$ cat config.mk
export PLATFORM = sky130hd
export DESIGN_NAME = ldst_ofs_decode
export DESIGN_NICKNAME = d
export VERILOG_FILES = /design/src/rtl/ldst_dec_pkg.sv /design/src/rtl/ldst_op_decode.sv /design/src/rtl/ldst_addr_gen.sv /design/src/rtl/ldst_load_extend.sv /design/src/rtl/ldst_ofs_decode.sv
export SDC_FILE = /design/constraint.sdc
export NUM_CORES = 1
export LEC_CHECK = 0
export ABC_AREA = 0
export BUFFER_PORTS_ARGS = -buffer_cell sky130_fd_sc_hd__buf_4
export CAP_MARGIN = 20
export CORE_AREA = 2 2 142 144
export CTS_CLUSTER_DIAMETER = 30
export DETAILED_ROUTE_END_ITERATION = 16
export DIE_AREA = 0 0 144 146
export GPL_TIMING_DRIVEN = 0
export MAX_ROUTING_LAYER = met4
export PLACE_DENSITY = 0.75
export RECOVER_POWER = 100
export SYNTH_ARGS = -nofsm -noshare
export SYNTH_HDL_FRONTEND = slang
export SYNTH_SLANG_ARGS = --single-unit
$ cat constraint.sdc
create_clock -name clk -period 2.96 [get_ports clk]
set_clock_uncertainty 0.1 [all_clocks]
set_input_delay 0.148 -clock clk [delete_from_list [all_inputs] [get_ports clk]]
set_output_delay 0.148 -clock clk [all_outputs]
set_load 0.01 [all_outputs]
$ cat src/rtl/ldst_dec_pkg.sv
package ldst_dec_pkg;

   typedef enum logic [1:0] {
      MOP_STORE    = 2'd0,
      MOP_LOAD     = 2'd1,
      MOP_PREFETCH = 2'd2
   } mem_op_e;

   typedef struct packed {
      mem_op_e op;
      logic    reg_wide;
      logic    sext;
      logic    undef;
   } op_decode_t;

endpackage

$ cat src/rtl/ldst_op_decode.sv
module ldst_op_decode
   import ldst_dec_pkg::*;
#(
   parameter int SIZE_W = 2
) (
   input  logic [SIZE_W-1:0] size_i,
   input  logic [1:0]        opc_i,
   output op_decode_t        dec_o
);
   localparam logic [SIZE_W-1:0] SZ_MAX  = {SIZE_W{1'b1}};
   localparam logic [SIZE_W-1:0] SZ_WORD = SZ_MAX - SIZE_W'(1);

   generate
      if (SIZE_W != 2) begin : g_bad_size
         $error("ldst_op_decode: SIZE_W must be 2");
      end
   endgenerate

   always_comb begin
      dec_o = '{op: MOP_STORE, reg_wide: 1'b0, sext: 1'b0, undef: 1'b0};
      if (!opc_i[1]) begin
         dec_o.op       = opc_i[0] ? MOP_LOAD : MOP_STORE;
         dec_o.reg_wide = (size_i == SZ_MAX);
      end else if (size_i == SZ_MAX) begin
         dec_o.op    = MOP_PREFETCH;
         dec_o.undef = opc_i[0];
      end else begin
         dec_o.op       = MOP_LOAD;
         dec_o.sext     = 1'b1;
         dec_o.reg_wide = !opc_i[0];
         dec_o.undef    = (size_i == SZ_WORD) && opc_i[0];
      end
   end

endmodule

$ cat src/rtl/ldst_addr_gen.sv
module ldst_addr_gen #(
   parameter int XLEN  = 64,
   parameter int IMM_W = 9,
   parameter int IDX_W = 5
) (
   input  logic [IDX_W-1:0] base_idx_i,
   input  logic [XLEN-1:0]  base_val_i,
   input  logic [XLEN-1:0]  sp_val_i,
   input  logic [IMM_W-1:0] imm_i,
   output logic             use_sp_o,
   output logic [XLEN-1:0]  addr_o
);
   localparam logic [IDX_W-1:0] SP_IDX = {IDX_W{1'b1}};
   localparam int               PAD_W  = XLEN - IMM_W;

   generate
      if (IMM_W >= XLEN || IMM_W < 2) begin : g_bad_imm
         $error("ldst_addr_gen: IMM_W out of range");
      end
   endgenerate

   logic [XLEN-1:0] base_c;
   logic [XLEN-1:0] ofs_c;

   assign use_sp_o = (base_idx_i == SP_IDX);
   assign base_c   = use_sp_o ? sp_val_i : base_val_i;
   assign ofs_c    = {{PAD_W{imm_i[IMM_W-1]}}, imm_i};
   assign addr_o   = base_c + ofs_c;

endmodule

$ cat src/rtl/ldst_load_extend.sv
module ldst_load_extend #(
   parameter int XLEN   = 64,
   parameter int SIZE_W = 2
) (
   input  logic [XLEN-1:0]   data_i,
   input  logic [SIZE_W-1:0] size_i,
   input  logic              sext_i,
   input  logic              reg_wide_i,
   output logic [XLEN-1:0]   data_o
);
   localparam int NLANE = 1 << SIZE_W;
   localparam int HALF  = XLEN / 2;

   generate
      if ((8 << (NLANE - 1)) != XLEN) begin : g_bad_width
         $error("ldst_load_extend: widest access must equal XLEN");
      end
   endgenerate

   logic [XLEN-1:0] lane_c [NLANE];

   for (genvar s = 0; s < NLANE; s++) begin : g_lane
      localparam int LW = 8 << s;
      if (LW >= XLEN) begin : g_full
         assign lane_c[s] = data_i;
      end else begin : g_part
         assign lane_c[s] = {{(XLEN-LW){sext_i & data_i[LW-1]}}, data_i[LW-1:0]};
      end
   end

   logic [XLEN-1:0] sel_c;
   assign sel_c  = lane_c[size_i];
   assign data_o = reg_wide_i ? sel_c : {{(XLEN-HALF){1'b0}}, sel_c[HALF-1:0]};

endmodule

$ cat src/rtl/ldst_ofs_decode.sv
module ldst_ofs_decode
   import ldst_dec_pkg::*;
#(
   parameter int XLEN   = 64,
   parameter int IMM_W  = 9,
   parameter int IDX_W  = 5,
   parameter int SIZE_W = 2,
   parameter int ACC_W  = 7
) (
   input  logic              clk,
   input  logic              rst_n,
   input  logic              in_valid,
   output logic              in_ready,
   input  logic [SIZE_W-1:0] in_size,
   input  logic [1:0]        in_opc,
   input  logic [IMM_W-1:0]  in_imm,
   input  logic [IDX_W-1:0]  in_base_idx,
   input  logic [IDX_W-1:0]  in_tgt_idx,
   input  logic [XLEN-1:0]   in_base_val,
   input  logic [XLEN-1:0]   in_sp_val,
   input  logic              out_ready,
   output logic              out_valid,
   output logic              out_undef,
   output logic [1:0]        out_op,
   output logic [ACC_W-1:0]  out_acc_bits,
   output logic              out_reg64,
   output logic              out_signed,
   output logic [XLEN-1:0]   out_addr,
   output logic [IDX_W-1:0]  out_tgt,
   output logic              out_sp_chk,
   output logic              out_tag_chk,
   input  logic [XLEN-1:0]   ld_data,
   output logic [XLEN-1:0]   wb_data
);
   localparam int ACC_MIN = $clog2(XLEN) + 1;

   generate
      if (ACC_W < ACC_MIN) begin : g_bad_acc
         $error("ldst_ofs_decode: ACC_W too narrow for XLEN");
      end
   endgenerate

   // ---------------- decode and address ----------------
   op_decode_t      dec_c;
   logic            use_sp_c;
   logic [XLEN-1:0] addr_c;
   logic            is_pf_c;
   logic            take_c;

   ldst_op_decode #(.SIZE_W(SIZE_W)) u_op (
      .size_i (in_size),
      .opc_i  (in_opc),
      .dec_o  (dec_c)
   );

   ldst_addr_gen #(.XLEN(XLEN), .IMM_W(IMM_W), .IDX_W(IDX_W)) u_addr (
      .base_idx_i (in_base_idx),
      .base_val_i (in_base_val),
      .sp_val_i   (in_sp_val),
      .imm_i      (in_imm),
      .use_sp_o   (use_sp_c),
      .addr_o     (addr_c)
   );

   assign is_pf_c  = (dec_c.op == MOP_PREFETCH);
   assign in_ready = out_ready;
   assign take_c   = in_valid && out_ready;

   // ---------------- output register ----------------
   logic [SIZE_W-1:0] size_q;

   always_ff @(posedge clk or negedge rst_n) begin
      if (!rst_n) begin
         out_valid    <= 1'b0;
         out_undef    <= 1'b0;
         out_op       <= 2'(MOP_STORE);
         out_acc_bits <= '0;
         out_reg64    <= 1'b0;
         out_signed   <= 1'b0;
         out_addr     <= '0;
         out_tgt      <= '0;
         out_sp_chk   <= 1'b0;
         out_tag_chk  <= 1'b0;
         size_q       <= '0;
      end else if (out_ready) begin
         out_valid <= in_valid && !dec_c.undef;
         out_undef <= in_valid && dec_c.undef;
         if (take_c) begin
            out_op       <= 2'(dec_c.op);
            out_acc_bits <= ACC_W'(32'd8 << in_size);
            out_reg64    <= dec_c.reg_wide;
            out_signed   <= dec_c.sext;
            out_addr     <= addr_c;
            out_tgt      <= in_tgt_idx;
            out_sp_chk   <= use_sp_c && !is_pf_c;
            out_tag_chk  <= !use_sp_c && !is_pf_c;
            size_q       <= in_size;
         end
      end
   end

   // ---------------- load data extension ----------------
   ldst_load_extend #(.XLEN(XLEN), .SIZE_W(SIZE_W)) u_ext (
      .data_i     (ld_data),
      .size_i     (size_q),
      .sext_i     (out_signed),
      .reg_wide_i (out_reg64),
      .data_o     (wb_data)
   );

   // ---------------- assertions ----------------
   logic armed_q;
   always_ff @(posedge clk or negedge rst_n) begin
      if (!rst_n) armed_q <= 1'b0;
      else        armed_q <= 1'b1;
   end

   AST_UNDEF_NOT_VALID: assert property (@(posedge clk) disable iff (!rst_n)
      out_undef |-> !out_valid);

   AST_DEFINED_ACCEPTED: assert property (@(posedge clk) disable iff (!rst_n)
      (take_c && !dec_c.undef) |=> out_valid);

   AST_PREFETCH_NO_CHECK: assert property (@(posedge clk) disable iff (!rst_n)
      (out_valid && out_op == 2'(MOP_PREFETCH)) |-> (!out_sp_chk && !out_tag_chk));

   AST_CHECK_EXCLUSIVE: assert property (@(posedge clk) disable iff (!rst_n)
      out_valid |-> !(out_sp_chk && out_tag_chk));

   AST_SIGNED_ONLY_LOAD: assert property (@(posedge clk) disable iff (!rst_n)
      (out_valid && out_signed) |-> (out_op == 2'(MOP_LOAD)));

   AST_STALL_HOLDS: assert property (@(posedge clk) disable iff (!rst_n || !armed_q)
      !out_ready |=> ($stable(out_valid) && $stable(out_undef) && $stable(out_addr)
                      && $stable(out_op) && $stable(out_tgt)));

endmodule

==> metrics.md, run 1 <==
| Metric | Value |
|---|---|
| Adder-Cell Fraction of Synth Area | `about a tenth` |
| Syn avg cell area | `~7.7 um^2` |
| Hold_sp | `in_imm[0]` |
| Mapped Area | `8570 um^2` |
| Final instance count without filler cells | `1804` |
| Clock latency on the worst-skew pair | `0.34 ns` |
| Static Leak | `6.01 nW` |
| R2R Setup Slk | `about 1.4 ns` |
| WHS | `0.0368 ns` |
| Pin count of the biggest net entering global routing | `84` |
| Startpoint Class | `primary input` |
| Hold EP | `out_addr[0]` |
| Clk root buf | `clkbuf_16` |
| Critical path required time | `3.08 ns` |
| CP Capture Type | `flop` |
| Slowest stage delay, CP | `0.33 ns` |
| Worst-path clk slew | `0.07 ns` |
| First-pass GRT wire length | `about 52 mm` |
| Placer Congestion | `approximately 0.94` |
| Placed wire-length estimate | `26.8 mm` |
| Layout fillers | `1736` |
| Yosys cell types | `76` |
| 1st-pass router iterations | `5` |
| Max stage delay cell, worst path | `mux2_4` |
| Number of core rows | `51` |
| Gr usage total | `32.4%` |
| Fin nets | `1823` |
| Routed length per instance | `19.8 um` |
| Commonest non-fill, non-tap cell in the layout | `buf_4` |
| Total Wirelength | `35.8 mm` |
| Max_cap viols | `0` |
| Gate Count Post-Synth | `1109` |
| Core area | `19300 um^2` |
| CTS H-tree depth | `3` |
| Residual DRC | `0` |
| Buffers & Inverters on Critical Path | `5` |
| Outcome | `complete, but fails checks` |
| Post-synth EDFFs | `0` |
| Ports | `368` |
| Layout area overhead | `53.1%` |
| Rel. slew slack | `about 4.5%` |
| Number of global-route vias before repair | `9838` |
| N_diodes | `0` |
| Portion of netlist area occupied by mux cells | `under 10%` |
| Die height | `146 um` |
| Critical-path maximum fanout | `6` |
| WP data arrival | `3.44 ns` |
| Die area | `21000 um^2` |
| Largest family of logic cells by synthesized area | `compound AO/OA/AOI/OAI gates` |
| Final-report hold violation count | `0` |
| Total grt overflow | `0` |
| Post-synthesis register bit count | `83` |
| Synth Flop Type | `dfrtp_1` |
| Yosys warning total | `0` |
| RSZ-0062 raised after global routing | `true` |
| CP delay by family, top | `compound AO/OA/AOI/OAI gates` |
| Worst setup slack after layout | `-0.361 ns` |
| Failing checks | `setup timing` |
| Layout cells sized above 1 | `between 30% and 40%` |
| FFs w/ async S/R, synth | `100%` |
| CP Cell Sequence | `buf_6 -> and3_4 -> nand3_4 -> buf_12 -> buf_12 -> clkbuf_16 -> mux2_4 -> ha_4 -> o21ai_4 -> o21ai_2 -> a221oi_2 -> buf_4 -> o311ai_4 -> a21bo_4 -> a21bo_4 -> a31oi_4 -> xor2_1 -> o21ai_1` |
| Clock Path Buffers | `2` |
| Post-synthesis sequential area ratio | `~24%` |
| Critical path class | `primary input to flop` |
| Synth Area in Simple Gates | `16.7%` |
| Fmax achieved | `301 MHz` |
| Slew Viols, Final | `0` |
| PortBufs | `357` |
| Vias per inst | `5.64` |
| Worst R2R Path Depth | `4` |
| Tightest Hold Check Type | `primary input to flop` |
| Final Cycle Share | `112%` |
| Sink Count | `83` |
| Cells after DPL | `1733` |
| Via count | `between 10000 and 15000` |
| Initial antenna violation count | `0` |
| XOR/XNOR Fraction of Synth Area | `5.32%` |
| Commonest non-fill, non-tap cells in the layout | `303 x buf_4, 164 x nand2_1, 142 x clkbuf_1` |
| Final ANT Viol Nets | `0` |
| Hold depth | `4` |
| Final setup fails | `38` |
| CTS buffer count | `9` |
| DR iter-0 viols | `between 600 and 700` |
| Worst-margin pin slew | `1.43 ns` |
| P per Cell Area | `419 nW/um^2` |
| RR Endpoint | `size_q[0]` |
| TritonCTS clock tree | `built` |
| R2r startpoint | `size_q[0]` |
| Synth Area in Compound Gates | `28.2%` |
| Starting density of the core | `44.3%` |
| Min cycle time layout | `~3.3 ns` |
| Width of the chip | `144 um` |
| VDD IR-drop max | `0.323 mV` |
## timing repair
action	in CTS	in global routing
gates cloned	0	2
pin swaps	38	65
hold endpoints to repair	95	0
endpoints found under the setup margin	43	42
gates resized for setup	80	120
buffers inserted	29	26
hold buffers	11	0
## how the worst max path moves through the flow
stage                     slack, ns  cells past startpoint            from      endpoint
final                         -0.36                     18  in_base_idx[4]  out_addr[53]
after global routing          -0.42                     15  in_base_idx[2]  out_addr[63]
after CTS                     -0.36                     16  in_base_idx[2]  out_addr[63]
after detailed placement      -0.99                     15  in_base_idx[4]  out_addr[52]
after global placement        -0.99                     17  in_base_idx[4]  out_addr[51]
after floorplan               -0.30                     15  in_base_idx[4]  out_addr[63]
## cells in the mapped netlist, drive strengths merged (3+ instances only)
cell    count  share of area [%]
dfrtp      83                 24
nand4      21                1.5
and3        8               0.70
a31oi       6               0.44
a21oi     138                8.1
clkbuf     58                2.8
nor4        4               0.47
nor3       15               0.88
nand3b      3               0.26
buf        19                1.5
o21bai     15                1.3
nor2b       5               0.37
a221o       3               0.35
o31ai      14                1.2
or2         3               0.22
nand2b      4               0.29
nand3      24                1.5
and2        5               0.37
a211oi      5               0.58
a221oi      3               0.38
o211ai      7               0.61
nand2     169                7.4
xor2       18                1.8
o21ai     143                8.4
mux2       64                8.4
a21o       28                2.5
inv        45                2.0
nor2       42                1.8
ha         69                 10
xnor2      34                3.5
a21boi      5               0.44
o21a       12                1.1
## sequential cells by signal, summed over array words and instances, names as in the netlist
| name | flops |
|---|---|
| out_tag_chk | 1 |
| out_valid | 1 |
| out_sp_chk | 1 |
| out_acc_bits | 4 |
| out_reg64 | 1 |
| size_q | 2 |
| out_addr | 64 |
| out_undef | 1 |
| out_op | 2 |
| out_tgt | 5 |
| out_signed | 1 |
## worst reg2reg max path, delay by kind of cell, from the launching register on
family                 cells  cell delay, ns
AOI/OAI and AO/OA          1            0.14
DFF                        1            0.39
buffers and inverters      3            0.76
## per-stage QoR
stage                     setup slack, ns  setup TNS (ns)  utilization (%)  area (um^2)  power, mW
after global placement             -0.991          -30.66             61.7        11900       4.12
after floorplan                    -0.302           -3.75                -         8910       2.92
after CTS                          -0.363           -5.63             66.9        12900       5.51
after global routing               -0.423          -10.27             67.8        13100       5.80
after detailed placement           -0.994          -32.85             61.7        11900       4.15
final                              -0.361           -6.65             67.8        13100       5.49
## area by class of cell
| type | count | area (um^2) | share of cell area [%] |
|---|---|---|---|
| Clock buffer | 9 | 225 | 1.72 |
| Buffer | 68 | 449 | 3.43 |
| Tap cell | 265 | 332 | 2.53 |
| Clock inverter | 7 | 73.8 | 0.563 |
| Multi-Input combinational cell | 903 | 6890 | 52.5 |
| Sequential cell | 83 | 2080 | 15.8 |
| Timing Repair Buffer | 424 | 2900 | 22.1 |
| Inverter | 45 | 169 | 1.29 |
## power breakdown
group	total, mW	internal, mW	switching, mW
Combinational	2.81	1.21	1.60
Sequential	1.48	1.35	0.128
Clock	1.20	0.662	0.541
Total	5.49	3.23	2.27
## layer usage
layer	wire [um]	vias to the layer above	global-route usage, %	share of wire [%]
li1	-	4829	-	-
met1	14200	4876	37.3	40
met2	17900	382	55.8	50
met3	2380	82	5.63	6.7
met4	1350	0	12.2	3.8
met5	0	-	-	0
## cells by family after synthesis
family | after synthesis
compound gates | 401
xor+xnor | 52
fa+ha+maj | 70
buf+inv | 125
flops | 83
mux | 65
other cells | 1
simple gates | 312
Note: power is estimated with default switching activity, not from simulation.
==> run 2, diff against run 1 <==
BUFFER_PORTS_ARGS = -buffer_cell sky130_fd_sc_hd__buf_2   (was -buffer_cell sky130_fd_sc_hd__buf_4)
clock period = 3.74 ns   (was 2.96 ns; I/O delays follow)
==> metrics.md, run 2 (same netlist as run 1, synthesis figures left out) <==
| Metric | Value |
|---|---|
| Outcome | `complete, but fails checks` |
| Failing checks | `capacitance limit, slew limit` |
| Final design area excluding fillers | `11100 um^2` |
| Routing usage on met1 | `a little under two fifths` |
| Min cycle time layout | `3.64 ns` |
| Gr usage total | `a little under a third` |
| Final Cycle Share | `97.4%` |
| Via count | `9647` |
| Vias per inst | `~5.5` |
| Clock latency on the worst-skew pair | `0.35 ns` |
| Critical path class | `primary input to flop` |
| Max_cap viols | `1` |
| Routed length per instance | `18.2 um` |
| Biggest regs | `out_addr (64), out_tgt (5), out_acc_bits (4)` |
| Core area | `19300 um^2` |
| GRT Max-Usage Layer | `met2` |
| Initial antenna violation count | `0` |
| Ports | `368` |
| WHS | `0.0176 ns` |
| Die height | `roughly 150 um` |
| Layout cells sized above 1 | `around a quarter` |
| P per Cell Area | `~360 nW/um^2` |
| CTS H-tree depth | `3` |
| Clock Path Buffers | `2` |
| Tightest Hold Check Type | `primary input to flop` |
| Worst-margin pin slew | `2.00 ns` |
| Power consumption | `3.96 mW` |
| Final instance count without filler cells | `1760` |
| Met2 Track Usage GR | `50.5%` |
| Setup TNS | `0 ns` |
| Static Leak | `5.22 nW` |
| 1st-pass router iterations | `6` |
| N_diodes | `0` |
| Area after DPL | `10700 um^2` |
| Pin count of the biggest net entering global routing | `53` |
| Placer Congestion | `0.953` |
| TritonCTS clock tree | `built` |
| Slew Viols, Final | `32` |
| Width of the chip | `approximately 140 um` |
| Sink Count | `between 80 and 90` |
| Hold_sp | `in_opc[1]` |
| Number of core rows | `51` |
| Rel. slew slack | `-33.1%` |
| WP data arrival | `3.76 ns` |
| Commonest non-fill, non-tap cell in the layout | `buf_2` |
| Number of flip-flops under the largest register name | `64` |
| Final ANT Viol Nets | `0` |
| CP Capture Type | `flop` |
| Commonest non-fill, non-tap cells in the layout | `222 x buf_2, 187 x clkbuf_1, 169 x nand2_1` |
| Startpoint Class | `primary input` |
| Worst-path clk slew | `0.06 ns` |
| R2r startpoint | `size_q[0]` |
| DR iter-0 viols | `530` |
| Final-report hold violation count | `0` |
| Residual DRC | `0` |
| Worst setup slack after layout | `0.0977 ns` |
| Met3 Resource Use GR | `3.92%` |
| Pre-CTS setup slack | `-1.42 ns` |
| First-pass GRT wire length | `around 50 mm` |
| Critical-path maximum fanout | `10` |
| Number of global-route vias before repair | `9272` |
| Clk root buf | `clkbuf_16` |
| Fin nets | `1779` |
| CTS buffer count | `9` |
| Starting density of the core | `44.3%` |
| Fin util | `57.6%` |
| Die area | `21000 um^2` |
| Total grt overflow | `0` |
| Cells after DPL | `roughly 1700` |
| Fmax achieved | `275 MHz` |
| Total Wirelength | `about 32 mm` |
| Layout area overhead | `30.1%` |
| PortBufs | `between 300 and 400` |
| Final setup fails | `0` |
| Placed wire-length estimate | `around 26 mm` |
| Most flops, register | `out_addr` |
| CP startpoint | `in_base_idx[4]` |
| Critical path required time | `between 3 and 4 ns` |
| VDD IR-drop max | `0.204 mV` |
==> run 2: timing repair <==
action                     4_1_cts  5_1_grt
buffers inserted                 3        2
setup endpoints to repair       54       27
resized for setup               17       35
gates cloned                     0        0
hold buffers                     6        0
hold endpoints to repair        36        0
pin swaps                        3        4
==> run 2: final timing paths <==
| check | to | slack (ns) | cells after the start |
|---|---|---|---|
| min in group asynchronous | out_addr[43] | 0.83 | 2 |
| setup reg to reg | size_q[0] | 2.17 | 4 |
| hold / removal | out_signed | 0.02 | 3 |
| hold reg to reg | out_tag_chk | 0.37 | 2 |
| setup / recovery | out_addr[57] | 0.1 | 17 |
| max in group asynchronous | out_signed | 1.55 | 2 |
==> run 2: critical path: stages <==
cell and delay (ns):
buf_2 0.09, and3_1 0.18, nand3_2 0.13, buf_8 0.17
buf_8 0.20, mux2_2 0.36, ha_1 0.29, clkbuf_2 0.21
o2111a_1 0.24, a221oi_2 0.06, buf_4 0.16, o311ai_4 0.39
a21bo_2 0.27, a31oi_2 0.19, o41ai_2 0.35, xnor2_1 0.19
o21ai_1 0.07
==> run 2: per-layer routing <==
metal	up-vias	part of all wire, %
met5	-	0
li1	4735	-
met2	389	49
met1	4458	41
met3	65	6.6
met4	0	3.7
==> run 2: layout make-up <==
| class | instances | area, um^2 |
|---|---|---|
| Sequential cell | 83 | 2080 |
| Clock buffer | 9 | 225 |
| Tap cell | 265 | 332 |
| Fill cell | 1887 | 8190 |
| Buffer | 78 | 445 |
| Clock inverter | 7 | 82.6 |
| Timing Repair Buffer | 370 | 1760 |
| Inverter | 45 | 169 |
| Multi-Input combinational cell | 903 | 6050 |
==> run 2: power breakdown <==
part | leakage (nW) | internal (mW) | total [mW] | switching, mW
Combinational | 4.04 | 0.691 | 1.82 | 1.13
Clock | 0.151 | 0.529 | 0.959 | 0.430
Sequential | 1.03 | 1.07 | 1.18 | 0.109
==> run 3, diff against run 2 <==
HOLD_SLACK_MARGIN = 0.03   (was default)
clock period = 4.35 ns   (was 3.74 ns; I/O delays follow)
==> metrics.md, run 3 (same netlist as run 1, synthesis figures left out) <==
| Metric | Value |
|---|---|
| Area after DPL | `10700 um^2` |
| Clk root buf | `clkbuf_16` |
| Post-CTS Setup Bufs | `0` |
| Commonest non-fill, non-tap cells in the layout | `213 x buf_2, 200 x clkbuf_1, 169 x nand2_1` |
| Worst-path clk slew | `around 0.060 ns` |
| Core area | `19300 um^2` |
| Sink Count | `83` |
| 1st-pass router iterations | `5` |
| Total grt overflow | `0` |
| Number of global-route vias before repair | `9321` |
| CTS H-tree depth | `3` |
| Width of the chip | `144 um` |
| Layout fillers | `between 1500 and 2000` |
| Tightest Hold Check Type | `primary input to flop` |
| Placed wire-length estimate | `25.5 mm` |
| Max_cap viols | `2` |
| Worst setup slack after layout | `roughly 0.18 ns` |
| Outcome | `complete, but fails checks` |
| Biggest regs | `out_addr (64), out_tgt (5), out_acc_bits (4)` |
| Final design area excluding fillers | `10900 um^2` |
| CTS buffer count | `9` |
| Final-report hold violation count | `0` |
| TritonCTS clock tree | `built` |
| Cells after DPL | `1735` |
| Number of flip-flops under the largest register name | `64` |
| Startpoint Class | `primary input` |
| Via count | `9656` |
| Residual DRC | `0` |
| Failing checks | `capacitance limit, slew limit` |
| Fin nets | `1776` |
| Starting density of the core | `between 40 and 50%` |
| Final ANT Viol Nets | `0` |
| Worst-margin pin slew | `between 1.5 and 2 ns` |
| Pre-CTS setup slack | `-0.798 ns` |
| Layout cells sized above 1 | `22.7%` |
| Critical path class | `primary input to flop` |
| Clock latency on the worst-skew pair | `0.35 ns` |
| GRT Max-Usage Layer | `met2` |
| Final instance count without filler cells | `1756` |
| Number of core rows | `51` |
| WHS | `0.0582 ns` |
| N_diodes | `0` |
| WP data arrival | `about 4.3 ns` |
| First-pass GRT wire length | `48.7 mm` |
| Final Cycle Share | `95.8%` |
| Static Leak | `5.09 nW` |
| Commonest non-fill, non-tap cell in the layout | `buf_2` |
| CP Capture Type | `flop` |
| Power consumption | `3.32 mW` |
| P per Cell Area | `305 nW/um^2` |
| Fin util | `56.3%` |
| Die area | `about 21000 um^2` |
| Ports | `368` |
| Setup TNS | `0 ns` |
| Die height | `146 um` |
| Rel. slew slack | `-1.46%` |
| Critical-path maximum fanout | `10` |
| VDD IR-drop max | `0.191 mV` |
| Critical path required time | `4.45 ns` |
| Final setup fails | `0` |
| Clock Path Buffers | `2` |
| Routing usage on met1 | `37.4%` |
| Met2 Track Usage GR | `49.8%` |
| Layout area overhead | `27.0%` |
| Slew Viols, Final | `86` |
| Met3 Resource Use GR | `roughly 4.6%` |
| PortBufs | `about 360` |
| Pin count of the biggest net entering global routing | `between 50 and 60` |
| Initial antenna violation count | `0` |
| RSZ-0062 raised after global routing | `false` |
| Vias per inst | `5.50` |
| Fmax achieved | `240 MHz` |
| Total Wirelength | `31.7 mm` |
| Placer Congestion | `0.982` |
| DR iter-0 viols | `~530` |
| Routed length per instance | `18.0 um` |
| Min cycle time layout | `4.17 ns` |
| Most flops, register | `out_addr` |
| Gr usage total | `a little under a third` |
[run 3: changes by cell type in the layout (fill, tap and decap cells not counted), moves of 3 or more]
| cell | before | now |
|---|---|---|
| clkbuf_1 | 187 | 200 |
| clkinv_4 | 3 | 0 |
| o21ai_2 | 4 | 1 |
| o21ai_0 | 131 | 136 |
| clkbuf_2 | 2 | 6 |
| buf_2 | 222 | 213 |
| buf_8 | 3 | 0 |
| inv_6 | 3 | 0 |
| buf_4 | 18 | 13 |
| ha_4 | 3 | 0 |
| ha_1 | 66 | 69 |
[run 3: path summary, 6_finish.rpt]
check	start	endpoint	slack, ns	cells after the start
max reg2reg	size_q[0]	size_q[0]	2.70	4
min	in_opc[1]	out_signed	0.06	3
min in group asynchronous	rst_n	out_addr[39]	0.66	2
max	in_base_idx[4]	out_addr[53]	0.18	16
max in group asynchronous	rst_n	out_addr[56]	1.27	3
min reg2reg	out_addr[33]	out_addr[33]	0.37	2
[run 3: power breakdown]
group | total [mW] | switching (mW) | internal [mW]
registers | 1.01 | 0.0884 | 0.922
clock network | 0.783 | 0.342 | 0.441
logic | 1.53 | 0.956 | 0.571
total | 3.32 | 1.39 | 1.93
[run 3: cell type report]
class | instances | area, um^2 | share of cell area (%)
clock inverters | 5 | 55.1 | 0.506
multi-input cells | 903 | 5930 | 54.5
flip-flops and latches | 83 | 2080 | 19.1
plain buffers | 80 | 395 | 3.64
inverters | 45 | 169 | 1.55
clock buffers | 10 | 229 | 2.11
repair buffers | 365 | 1690 | 15.5
well taps | 265 | 332 | 3.05
[run 3: worst max-delay path: stages]
cell	delay, ns
buf_2	0.09
and3_1	0.16
nand3_1	0.13
clkbuf_2	0.27
clkbuf_4	0.36
mux2_2	0.38
ha_1	0.34
a21oi_1	0.36
nand2_1	0.12
a221oi_2	0.46
o311ai_2	0.24
a21bo_1	0.29
a21bo_2	0.26
a31oi_1	0.30
xor2_1	0.18
o21ai_0	0.10
[run 3: layer usage]
metal  routed length, um  part of all wire, %
met1               13100                   41
met2               15200                   48
met3                2230                  7.0
met4                1140                  3.6
met5                   0                    0
[run 3: repair_timing]
item	4_1_cts	5_1_grt
hold endpoints to repair	30	0
hold buffers	6	0
endpoints found under the setup margin	31	19
gates resized for setup	7	2
